### config.mk
export PLATFORM = sky130hd
export DESIGN_NAME = xbus_ctrl
export DESIGN_NICKNAME = d
export VERILOG_FILES = /design/src/rtl/xbus_pkg.sv /design/src/rtl/xbus_phase.sv /design/src/rtl/xbus_decode.sv /design/src/rtl/xbus_capture.sv /design/src/rtl/xbus_ctrl.sv
export SDC_FILE = /design/constraint.sdc
export NUM_CORES = 1
export LEC_CHECK = 0
export BUFFER_PORTS_ARGS = -buffer_cell sky130_fd_sc_hd__buf_2
export CAP_MARGIN = 15
export CORE_ASPECT_RATIO = 1.25
export CORE_MARGIN = 2
export CORE_UTILIZATION = 53
export DETAILED_ROUTE_END_ITERATION = 10
export GPL_TIMING_DRIVEN = 0
export PLACE_DENSITY = 0.9
export REMOVE_ABC_BUFFERS = 1
export SETUP_SLACK_MARGIN = 0.1
export SYNTH_ARGS = -nofsm -noshare
export SYNTH_HDL_FRONTEND = slang
export SYNTH_SLANG_ARGS = --single-unit
### constraint.sdc
create_clock -name clk -period 4.17 [get_ports clk]
set_input_delay 0.6255 -clock clk [delete_from_list [all_inputs] [get_ports clk]]
set_output_delay 0.6255 -clock clk [all_outputs]
set_load 0.01 [all_outputs]
### src/rtl/xbus_pkg.sv
package xbus_pkg;
  localparam int XB_AW = 16;
  localparam int XB_DW = 8;
  localparam int XB_HW = XB_AW - XB_DW;

  typedef enum logic [1:0] {
    CMD_IDLE   = 2'd0,
    CMD_FETCH  = 2'd1,
    CMD_DREAD  = 2'd2,
    CMD_DWRITE = 2'd3
  } cmd_e;

  typedef struct packed {
    cmd_e              kind;
    logic              ext;
    logic [XB_AW-1:0]  addr;
    logic [XB_DW-1:0]  wdata;
  } cmd_t;

  typedef struct packed {
    logic              ale;
    logic              psen_n;
    logic              rd_n;
    logic              wr_n;
    logic              p0_oe;
    logic [XB_DW-1:0]  p0;
    logic [XB_HW-1:0]  p2;
    logic [XB_AW-1:0]  rom_addr;
    logic              cap_fetch;
    logic              cap_ext;
    logic              cap_read;
  } pins_t;

  localparam cmd_t CMD_NONE = '{kind: CMD_IDLE, ext: 1'b0, addr: '0, wdata: '0};

  localparam pins_t PINS_IDLE = '{ale: 1'b0, psen_n: 1'b1, rd_n: 1'b1, wr_n: 1'b1,
                                  p0_oe: 1'b0, p0: '0, p2: '0, rom_addr: '0,
                                  cap_fetch: 1'b0, cap_ext: 1'b0, cap_read: 1'b0};
endpackage

### src/rtl/xbus_phase.sv
module xbus_phase #(
  parameter int PHASES = 12,
  localparam int PW = $clog2(PHASES)
) (
  input  logic          clk,
  input  logic          rst,
  output logic [PW-1:0] ph_nxt,
  output logic          cyc_last
);
  localparam logic [PW-1:0] LAST = PW'(PHASES - 1);

  logic [PW-1:0] ph;

  assign cyc_last = (ph == LAST);
  assign ph_nxt   = cyc_last ? '0 : ph + 1'b1;

  // Reset parks the counter on the final phase so the first edge after reset
  // samples a command and opens phase 0.
  always_ff @(posedge clk) begin
    if (rst) ph <= LAST;
    else     ph <= ph_nxt;
  end

  AST_CYCLE_WRAP: assert property (@(posedge clk) disable iff (rst)
    cyc_last |=> (ph == '0));
  AST_PHASE_STEP: assert property (@(posedge clk) disable iff (rst)
    !cyc_last |=> (ph == $past(ph) + 1'b1));
endmodule

### src/rtl/xbus_decode.sv
module xbus_decode
  import xbus_pkg::*;
#(
  parameter int                STATE_OSC = 2,
  parameter int                PHASES    = 12,
  parameter logic [XB_AW-1:0]  ROM_LIMIT = 16'h2000,
  localparam int PW = $clog2(PHASES)
) (
  input  cmd_t           cmd,
  input  logic [PW-1:0]  ph,
  output pins_t          pins
);
  localparam int HALF = PHASES / 2;
  localparam logic [PW-1:0] HALF_P  = PW'(HALF);
  localparam logic [PW-1:0] ALE_P   = PW'(STATE_OSC);          // ale high below this offset
  localparam logic [PW-1:0] ADR_P   = PW'(STATE_OSC + 1);      // address held below this offset
  localparam logic [PW-1:0] STB_P   = PW'(HALF / 2);           // strobe start offset
  localparam logic [PW-1:0] OFSL_P  = PW'(HALF - 1);           // last offset of a half
  localparam logic [PW-1:0] DEND_P  = PW'(HALF / 2 + HALF - 1); // last data strobe phase

  logic             hi;
  logic [PW-1:0]    ofs;
  logic [XB_AW-1:0] fa;
  logic             ext;
  logic             dwin;

  always_comb begin
    hi   = (ph >= HALF_P);
    ofs  = hi ? (ph - HALF_P) : ph;
    fa   = cmd.addr + XB_AW'(hi);
    ext  = cmd.ext | (fa >= ROM_LIMIT);
    dwin = (ph >= STB_P) && (ph <= DEND_P);

    pins          = PINS_IDLE;
    pins.rom_addr = fa;

    case (cmd.kind)
      CMD_FETCH: begin
        pins.ale       = (ofs < ALE_P);
        pins.p2        = fa[XB_AW-1:XB_DW];
        pins.cap_fetch = (ofs == OFSL_P);
        pins.cap_ext   = ext;
        if (ext) begin
          pins.psen_n = !(ofs >= STB_P);
          if (ofs < ADR_P) begin
            pins.p0_oe = 1'b1;
            pins.p0    = fa[XB_DW-1:0];
          end
        end
      end
      CMD_DREAD, CMD_DWRITE: begin
        pins.ale = (ph < ALE_P);
        pins.p2  = cmd.addr[XB_AW-1:XB_DW];
        if (ph < ADR_P) begin
          pins.p0_oe = 1'b1;
          pins.p0    = cmd.addr[XB_DW-1:0];
        end
        if (cmd.kind == CMD_DREAD) begin
          pins.rd_n     = !dwin;
          pins.cap_read = (ph == DEND_P);
        end else begin
          pins.wr_n = !dwin;
          if (dwin) begin
            pins.p0_oe = 1'b1;
            pins.p0    = cmd.wdata;
          end
        end
      end
      default: ;
    endcase
  end
endmodule

### src/rtl/xbus_capture.sv
module xbus_capture
  import xbus_pkg::*;
(
  input  logic             clk,
  input  logic             rst,
  input  logic             cap_fetch,
  input  logic             cap_ext,
  input  logic             cap_read,
  input  logic [XB_DW-1:0] p0_in,
  input  logic [XB_DW-1:0] rom_data,
  output logic             fetch_valid,
  output logic [XB_DW-1:0] fetch_data,
  output logic             rd_valid,
  output logic [XB_DW-1:0] rd_data
);
  always_ff @(posedge clk) begin
    if (rst) begin
      fetch_valid <= 1'b0;
      fetch_data  <= '0;
      rd_valid    <= 1'b0;
      rd_data     <= '0;
    end else begin
      fetch_valid <= cap_fetch;
      rd_valid    <= cap_read;
      if (cap_fetch) fetch_data <= cap_ext ? p0_in : rom_data;
      if (cap_read)  rd_data    <= p0_in;
    end
  end

  AST_FETCH_PULSE: assert property (@(posedge clk) disable iff (rst)
    fetch_valid |=> !fetch_valid);
  AST_READ_PULSE: assert property (@(posedge clk) disable iff (rst)
    rd_valid |=> !rd_valid);
endmodule

### src/rtl/xbus_ctrl.sv
module xbus_ctrl
  import xbus_pkg::*;
#(
  parameter int               STATE_OSC = 2,
  parameter int               STATES    = 6,
  parameter logic [XB_AW-1:0] ROM_LIMIT = 16'h2000
) (
  input  logic             clk,
  input  logic             rst,
  input  logic             ext_access,
  input  logic [1:0]       cmd_kind,
  input  logic [XB_AW-1:0] cmd_addr,
  input  logic [XB_DW-1:0] cmd_wdata,
  output logic             cyc_last,
  output logic             fetch_valid,
  output logic [XB_DW-1:0] fetch_data,
  output logic             rd_valid,
  output logic [XB_DW-1:0] rd_data,
  output logic [XB_AW-1:0] rom_addr,
  input  logic [XB_DW-1:0] rom_data,
  output logic [XB_DW-1:0] p0_out,
  output logic             p0_oe,
  input  logic [XB_DW-1:0] p0_in,
  output logic [XB_HW-1:0] p2_out,
  output logic             ale,
  output logic             psen_n,
  output logic             rd_n,
  output logic             wr_n
);
  localparam int PHASES = STATE_OSC * STATES;
  localparam int PW     = $clog2(PHASES);

  logic [PW-1:0] ph_nxt;
  cmd_t          cmd_in, cmd_q, cmd_eff;
  pins_t         nxt;
  logic          cap_fetch, cap_ext, cap_read;

  xbus_phase #(.PHASES(PHASES)) u_phase (
    .clk      (clk),
    .rst      (rst),
    .ph_nxt   (ph_nxt),
    .cyc_last (cyc_last)
  );

  assign cmd_in  = '{kind: cmd_e'(cmd_kind), ext: ext_access, addr: cmd_addr, wdata: cmd_wdata};
  // The phase about to begin is phase 0 of a new cycle when cyc_last is high.
  assign cmd_eff = cyc_last ? cmd_in : cmd_q;

  xbus_decode #(.STATE_OSC(STATE_OSC), .PHASES(PHASES), .ROM_LIMIT(ROM_LIMIT)) u_dec (
    .cmd  (cmd_eff),
    .ph   (ph_nxt),
    .pins (nxt)
  );

  always_ff @(posedge clk) begin
    if (rst) begin
      cmd_q     <= CMD_NONE;
      ale       <= 1'b0;
      psen_n    <= 1'b1;
      rd_n      <= 1'b1;
      wr_n      <= 1'b1;
      p0_oe     <= 1'b0;
      p0_out    <= '0;
      p2_out    <= '0;
      rom_addr  <= '0;
      cap_fetch <= 1'b0;
      cap_ext   <= 1'b0;
      cap_read  <= 1'b0;
    end else begin
      if (cyc_last) cmd_q <= cmd_in;
      ale       <= nxt.ale;
      psen_n    <= nxt.psen_n;
      rd_n      <= nxt.rd_n;
      wr_n      <= nxt.wr_n;
      p0_oe     <= nxt.p0_oe;
      p0_out    <= nxt.p0;
      p2_out    <= nxt.p2;
      rom_addr  <= nxt.rom_addr;
      cap_fetch <= nxt.cap_fetch;
      cap_ext   <= nxt.cap_ext;
      cap_read  <= nxt.cap_read;
    end
  end

  xbus_capture u_cap (
    .clk         (clk),
    .rst         (rst),
    .cap_fetch   (cap_fetch),
    .cap_ext     (cap_ext),
    .cap_read    (cap_read),
    .p0_in       (p0_in),
    .rom_data    (rom_data),
    .fetch_valid (fetch_valid),
    .fetch_data  (fetch_data),
    .rd_valid    (rd_valid),
    .rd_data     (rd_data)
  );

  AST_ONE_STROBE: assert property (@(posedge clk) disable iff (rst)
    $countones({~psen_n, ~rd_n, ~wr_n}) <= 1);
  AST_FLOAT_ON_INPUT: assert property (@(posedge clk) disable iff (rst)
    (!psen_n || !rd_n) |-> !p0_oe);
  AST_ALE_QUIET: assert property (@(posedge clk) disable iff (rst)
    ale |-> (psen_n && rd_n && wr_n));
  AST_WRITE_DRIVES: assert property (@(posedge clk) disable iff (rst)
    !wr_n |-> p0_oe);
  AST_READ_HAS_ADDR: assert property (@(posedge clk) disable iff (rst)
    $fell(rd_n) |-> $past(p0_oe));
endmodule

# After elaboration in Yosys (flattened, before gate mapping)

Cells that the tools add are included.

Equality and inequality tests: 6
Bitwise operators: 5
Reductions and logical operators: 8
Add/subtract/negate cells: 3
Multiplexer cells: 11
Order comparisons: 9

Operators by type and width:

| cell                                                                                   | count |
|---|---|
| 9-bit 2-to-1 mux                                                                       | 5 |
| 17-bit case mux with 2 select lines                                                    | 1 |
| 27-bit 2-to-1 mux                                                                      | 1 |
| 16-bit by 1-bit adder with 16-bit output                                               | 1 |
| 16-bit by 14-bit greater-or-equal comparator with 1-bit output (second input constant) | 1 |
| 4-bit by 2-bit < comparator with 1-bit output (second input constant)                  | 4 |
| 3-bit OR reduction                                                                     | 3 |
| 4-bit equality test (second input constant)                                            | 2 |
| 4-bit by 2-bit greater-or-equal comparator with 1-bit output (second input constant)   | 2 |
| 4-bit 2-to-1 mux                                                                       | 2 |
| 8-bit 2-to-1 mux                                                                       | 1 |
| 4-bit by 1-bit adder with 4-bit output (second input constant)                         | 1 |
| 2-bit equality test (second input constant)                                            | 2 |
| 4-bit by 3-bit equality test with 1-bit output (second input constant)                 | 1 |
| 4-bit by 3-bit greater-or-equal comparator with 1-bit output (second input constant)   | 1 |
| 4-bit less-or-equal comparator (second input constant)                                 | 1 |
| 1-bit inverter                                                                         | 4 |
| 2-bit OR reduction                                                                     | 2 |
| 4-bit by 3-bit subtractor with 4-bit output (second input constant)                    | 1 |
| 2-bit by 1-bit equality test with 1-bit output (second input constant)                 | 1 |
| 1-bit zero test                                                                        | 2 |
| 1-bit case mux with 2 select lines                                                     | 1 |
| 1-bit logical AND                                                                      | 1 |
| 1-bit OR                                                                               | 1 |

Output and inout bits: 56
Word-level logic and storage cells: 62
Register bits after elaboration: 89
Bits of input ports: 45

# Longest topological paths before layout

Word-level depth: 8
Depth in mapped cells: 17
Depth with buffers taken out: 16

# Modules after synthesis

Synthesis repeated with hierarchy kept, for this count alone.

Cell total of the unflattened synthesis: 404
Area total of the unflattened synthesis: 4,061.4 µm²

Modules (own cells, without submodules):

| module       | cells each | area an instance (µm²) | sequential area each (µm²) | instances |
|---|---|---|---|---|
| xbus_ctrl    | 171        | 2,205.9                | 1,341.3                    | 1 |
| xbus_decode  | 147        | 960.9                  | 0.0                        | 1 |
| xbus_capture | 66         | 698.2                  | 360.3                      | 1 |
| xbus_phase   | 20         | 196.4                  | 80.1                       | 1 |

# Worst setup path before layout

OpenSTA, ideal clock, no wires.

Kind: flip-flop to flip-flop
From: register u_phase.ph[0]
To: register p0_out[4]
Period minus slack after synthesis: 3.478 ns
Buffers on the path: 4
Required time: 4.078 ns
Stages on the path, launching flop included: 17
Setup time: 0.092 ns
Setup slack: 0.692 ns
Data arrival time: 3.386 ns
Path through: dfxtp_1 -> ha_1 -> nand3b_4 -> inv_4 -> buf_12 -> buf_2 -> buf_2 -> mux2i_1 -> inv_1 -> ha_1 -> and3_1 -> and3_1 -> o21ai_0 -> or4_4 -> a211oi_2 -> buf_4 -> o32ai_1

RTL lines:

| what                     | RTL line         | text |
|---|---|---|
| start: declaration       | xbus_phase.sv:12 | `logic [PW-1:0] ph;` |
| start signal: assignment | xbus_phase.sv:21 | `else ph <= ph_nxt;` |
| end signal: assignment   | xbus_ctrl.sv:76  | `p0_out <= nxt.p0;` |
| end: declaration         | xbus_ctrl.sv:21  | `output logic [XB_DW-1:0] p0_out,` |

# Worst setup path after layout

From: register u_phase.ph[0]
To: register p0_out[4]

Word-level cells in the longest chain between the ends: 8
Elaborated cells between the ends (all ways): 25
Those cells by class: add/sub (3); order compare (6); eq/ne (4); mux (9); bitwise (1); reduce/logical (2)

RTL lines:

| what                                                                                                                            | RTL line                             | text |
|---|---|---|
| 4-bit by 1-bit adder with 4-bit output or 4-bit equality test (tied branches)                                                   | xbus_phase.sv:15, xbus_phase.sv:14   |  |
| 4-bit 2-to-1 mux                                                                                                                | xbus_phase.sv:15                     | `assign ph_nxt = cyc_last ? '0 : ph + 1'b1;` |
| 4-bit by 3-bit greater-or-equal comparator with 1-bit output or 4-bit by 3-bit subtractor with 4-bit output (tied branches)     | xbus_decode.sv:28, xbus_decode.sv:29 |  |
| 16-bit by 1-bit adder with 16-bit output or 4-bit 2-to-1 mux (tied branches)                                                    | xbus_decode.sv:30, xbus_decode.sv:29 |  |
| 16-bit by 14-bit greater-or-equal comparator with 1-bit output or 4-bit by 2-bit < comparator with 1-bit output (tied branches) | xbus_decode.sv:31, xbus_decode.sv:45 |  |
| 1-bit OR or 9-bit 2-to-1 mux (tied branches)                                                                                    | xbus_decode.sv:31, xbus_decode.sv:45 |  |
| 9-bit 2-to-1 mux                                                                                                                | xbus_decode.sv:43                    | `if (ext) begin` |
| 17-bit case mux with 2 select lines (*)                                                                                         | xbus_decode.sv:37                    | `case (cmd.kind)` |

Every way passes the cells marked *; elsewhere a longest branch is shown, timed or not.
A chain may end at the register's enable or synchronous reset.

==> key figures <==
Floorplan
  – Core area: 0.00727 mm2
  – Die height: 100 um
  – Initial Util: 0.541
  – Io pins: 101
  – # rows: 35
  – Die ar.: 0.00812 mm2
  – Die X-Extent: 81.0 um

Timing
  – Tcrit/Tclk final: 0.922
  – Max-slew headroom: 0.430
  – # setup viols final: 0
  – Tmin final: 3840 ps
  – Achievable Freq: 0.260 GHz
  – Final hold violations: 0
  – RSZ-0062 raised after global routing: false
  – Clock skew: 11.3 ps
  – Count of final max-slew check failures: 0
  – Pin slew with the least headroom to its limit: 855 ps

Power
  – Total power: 2.27 mW
  – Maximum VDD drop: 0.273 mV
  – LEAKAGE: 2.02 nW
  – PwrDens: 485 mW/mm2

Placement
  – Placed instance count: 586
  – Post-DP HPWL: 6660 um
  – Port buffer count: 100
  – Gpl congestion: 0.868
  – Placed inst area: 0.00442 mm2

Run
  – Max-cap viol count: 0

Clock network
  – H-tree Lvls: 3
  – Clock-pin slew on the worst setup and hold paths: 90 ps
  – TritonCTS clock tree: done
  – Clock tree sinks: 89
  – Num CTS Buffers: 9
  – Max clock buf depth: 2
  – Clock root buffer: clkbuf_8
  – Clock latency on the worst-skew pair: 360 ps

Global route
  – Largest net degree at the start of global routing: 73
  – First-pass GRT wire length: 14700 um
  – Total GRT Usage: 0.234
  – Grt total ovfl: 0
  – Initial antenna violation count: 0
  – Via count of the first global-routing pass: 3183

Routing
  – Via/cell ratio: 5.73
  – Via count: 3461
  – DR DRC count: 0
  – Routed Antenna Nets: 0
  – Post-DR wirelength/cell: 16.0 um
  – Drt total wl: 9640 um
  – Initial DRC count: 285
  – Pre-Repair DR Iteration Count: 5

Finish
  – Area growth from synthesis to layout: 19.1%
  – Most common cell after layout, fill and taps aside: buf_2
  – Ant diodes: 0
  – Multi-input gate area: 0.00200 mm2
  – Share of cells above drive strength 1: 0.264
  – Final instance area: 0.00468 mm2
  – Seq. cell area: 0.00178 mm2
  – Fin cells: 604
  – Most frequent cells in the layout: buf_2 (100), dfxtp_1 (89), nor2_1 (66)
  – Final net count: 558
  – # fillers: 599

Synth
  – Yosys reg bits: 89
  – Yosys warnings: 0
  – Area leader, netlist: dfxtp_1
  – Post-synth EDFFs: 0
  – Post-synth ARST share: 0
  – Cells after synthesis: 418
  – Compound-cell area share of the yosys netlist: 0.124
  – Netlist cell types: 55
  – Mapped cell area: 0.00393 mm2
  – Largest family of logic cells by synthesized area: simple AND/OR/NAND/NOR gates
  – Synth top area share: 0.453
  – Average size of a mapped cell: 9.40 um2
  – Top cells by area, synth: dfxtp_1 (45%), mux2i_1 (11%), nor2_1 (6.3%)
  – Main synth FF type: dfxtp_1
  – Sequential share of the synthesized area: 0.453
  – Simple-gate area share of the yosys netlist: 0.193
  – Proportion of synthesized area in mux cells: 0.130
  – Post-Synth Adder-Cell Area: 0.0216
  – Xor/xnor share of the synthesized area: 0.0357

Outcome
  – Status: finished clean

Worst setup path
  – Max stage delay on crit path: 480 ps
  – Most frequent cell on the critical path: and3_1
  – CP Capture Type: register
  – WP data required: 4400 ps
  – Worst Path Class, Setup: reg2reg
  – Worst setup SP type: register
  – Cell breakdown of the critical path: ha_2 > nand3b_4 > inv_6 > o21ai_0 > nand2b_1 > ha_1 > and3_1 > and3_1 > o21ai_1 > or4_4 > a211oi_4 > buf_12 > o32ai_1
  – Worst path arrival time: 4070 ps
  – Critical-path cell with the highest stage delay: or4_4
  – Critical path fanouts, max: 43

Min path
  – Worst hold path class: reg2reg
==> routing by layer <==
metal | global-route usage | vias to the layer above | wire (um)
met1 | 0.273 | 1621 | 3960
met2 | 0.399 | 168 | 4740
met5 | 0 | - | 0
met4 | 0.0926 | 0 | 163
met3 | 0.0692 | 20 | 779
li1 | - | 1652 | -
==> final timing paths <==
| kind | startpoint | endpoint | slack [ps] | depth (start not counted) |
|---|---|---|---|---|
| setup / recovery | u_phase.ph[0] | p0_out[4] | 330 | 13 |
| hold / removal | u_cap.fetch_data[3] | u_cap.fetch_data[3] | 490 | 2 |
| setup reg to reg | u_phase.ph[0] | p0_out[4] | 330 | 13 |
| hold reg to reg | u_cap.fetch_data[3] | u_cap.fetch_data[3] | 490 | 2 |
==> cells in the mapped netlist, types with 6 or more instances <==
master    instances
clkbuf_1         14
inv_1            10
xnor2_1           9
nand2b_1          7
nand4_1          10
o21ai_0          12
ha_1              6
mux2i_1          45
nand2_1          18
nor2_1           66
a21oi_1          10
o22a_1            9
dfxtp_1          89
o32ai_1           7
nor2b_1           7
a211oi_1          9
xor2_1            7
nand3_1          15
==> layout make-up <==
| type | instances | area share |
|---|---|---|
| Clock buffer | 10 | 0.0273 |
| Clock inverter | 6 | 0.0142 |
| Inverter | 11 | 0.00989 |
| Multi-Input combinational cell | 294 | 0.428 |
| Sequential cell | 89 | 0.381 |
| Tap cell | 92 | 0.0246 |
| Timing Repair Buffer | 102 | 0.116 |
==> metrics by stage <==
step | setup slack, ps | utilization | TNS (ps) | hold slack (ps)
floorplan | 702 | - | 0 | 456
global placement | -169 | 0.608 | -1310 | 470
detailed placement | -358 | 0.608 | -3340 | 477
CTS | 240 | 0.639 | 0 | 489
global route | 135 | 0.644 | 0 | 513
finish | 327 | 0.644 | 0 | 490
==> cell families after synthesis <==
| kind of cell | count (synthesis) |
|---|---|
| buffers and inverters | 35 |
| xor gates and xnor gates | 16 |
| adders and majority gates | 7 |
| and+or+nand+nor | 152 |
| DFF | 89 |
| muxes | 50 |
| AOI/OAI and AO/OA | 69 |
==> where the power goes <==
group          total, mW  switching (mW)  leakage, nW  internal (mW)
logic              0.696           0.415         1.20          0.281
registers          0.990          0.0526        0.726          0.937
clock network      0.583           0.305       0.0889          0.278
==> what timing repair did <==
action | 4_1_cts | 5_1_grt
hold buffers | 0 | 0
pin swaps | 1 | 0
setup endpoints to repair | 11 | 12
buffers inserted | 1 | 0
resized for setup | 2 | 4
==> state kept, by name, indices dropped and copies added, names as in the netlist <==
signal,count
ale,1
cap_ext,1
cap_fetch,1
cap_read,1
cmd_q,27
p0_oe,1
p0_out,8
p2_out,8
psen_n,1
rd_n,1
rom_addr,16
u_cap.fetch_data,8
u_cap.fetch_valid,1
u_cap.rd_data,8
u_cap.rd_valid,1
u_phase.ph,4
wr_n,1
==> worst max-delay path: cells and delay by family, from the launching register on <==
kind	cells	cell delay, ps
simple gates	5	1330
compound gates	4	790
buf+inv	2	600
fa+ha+maj	2	510
flops	1	460
Power figures use the tool's default switching activity.
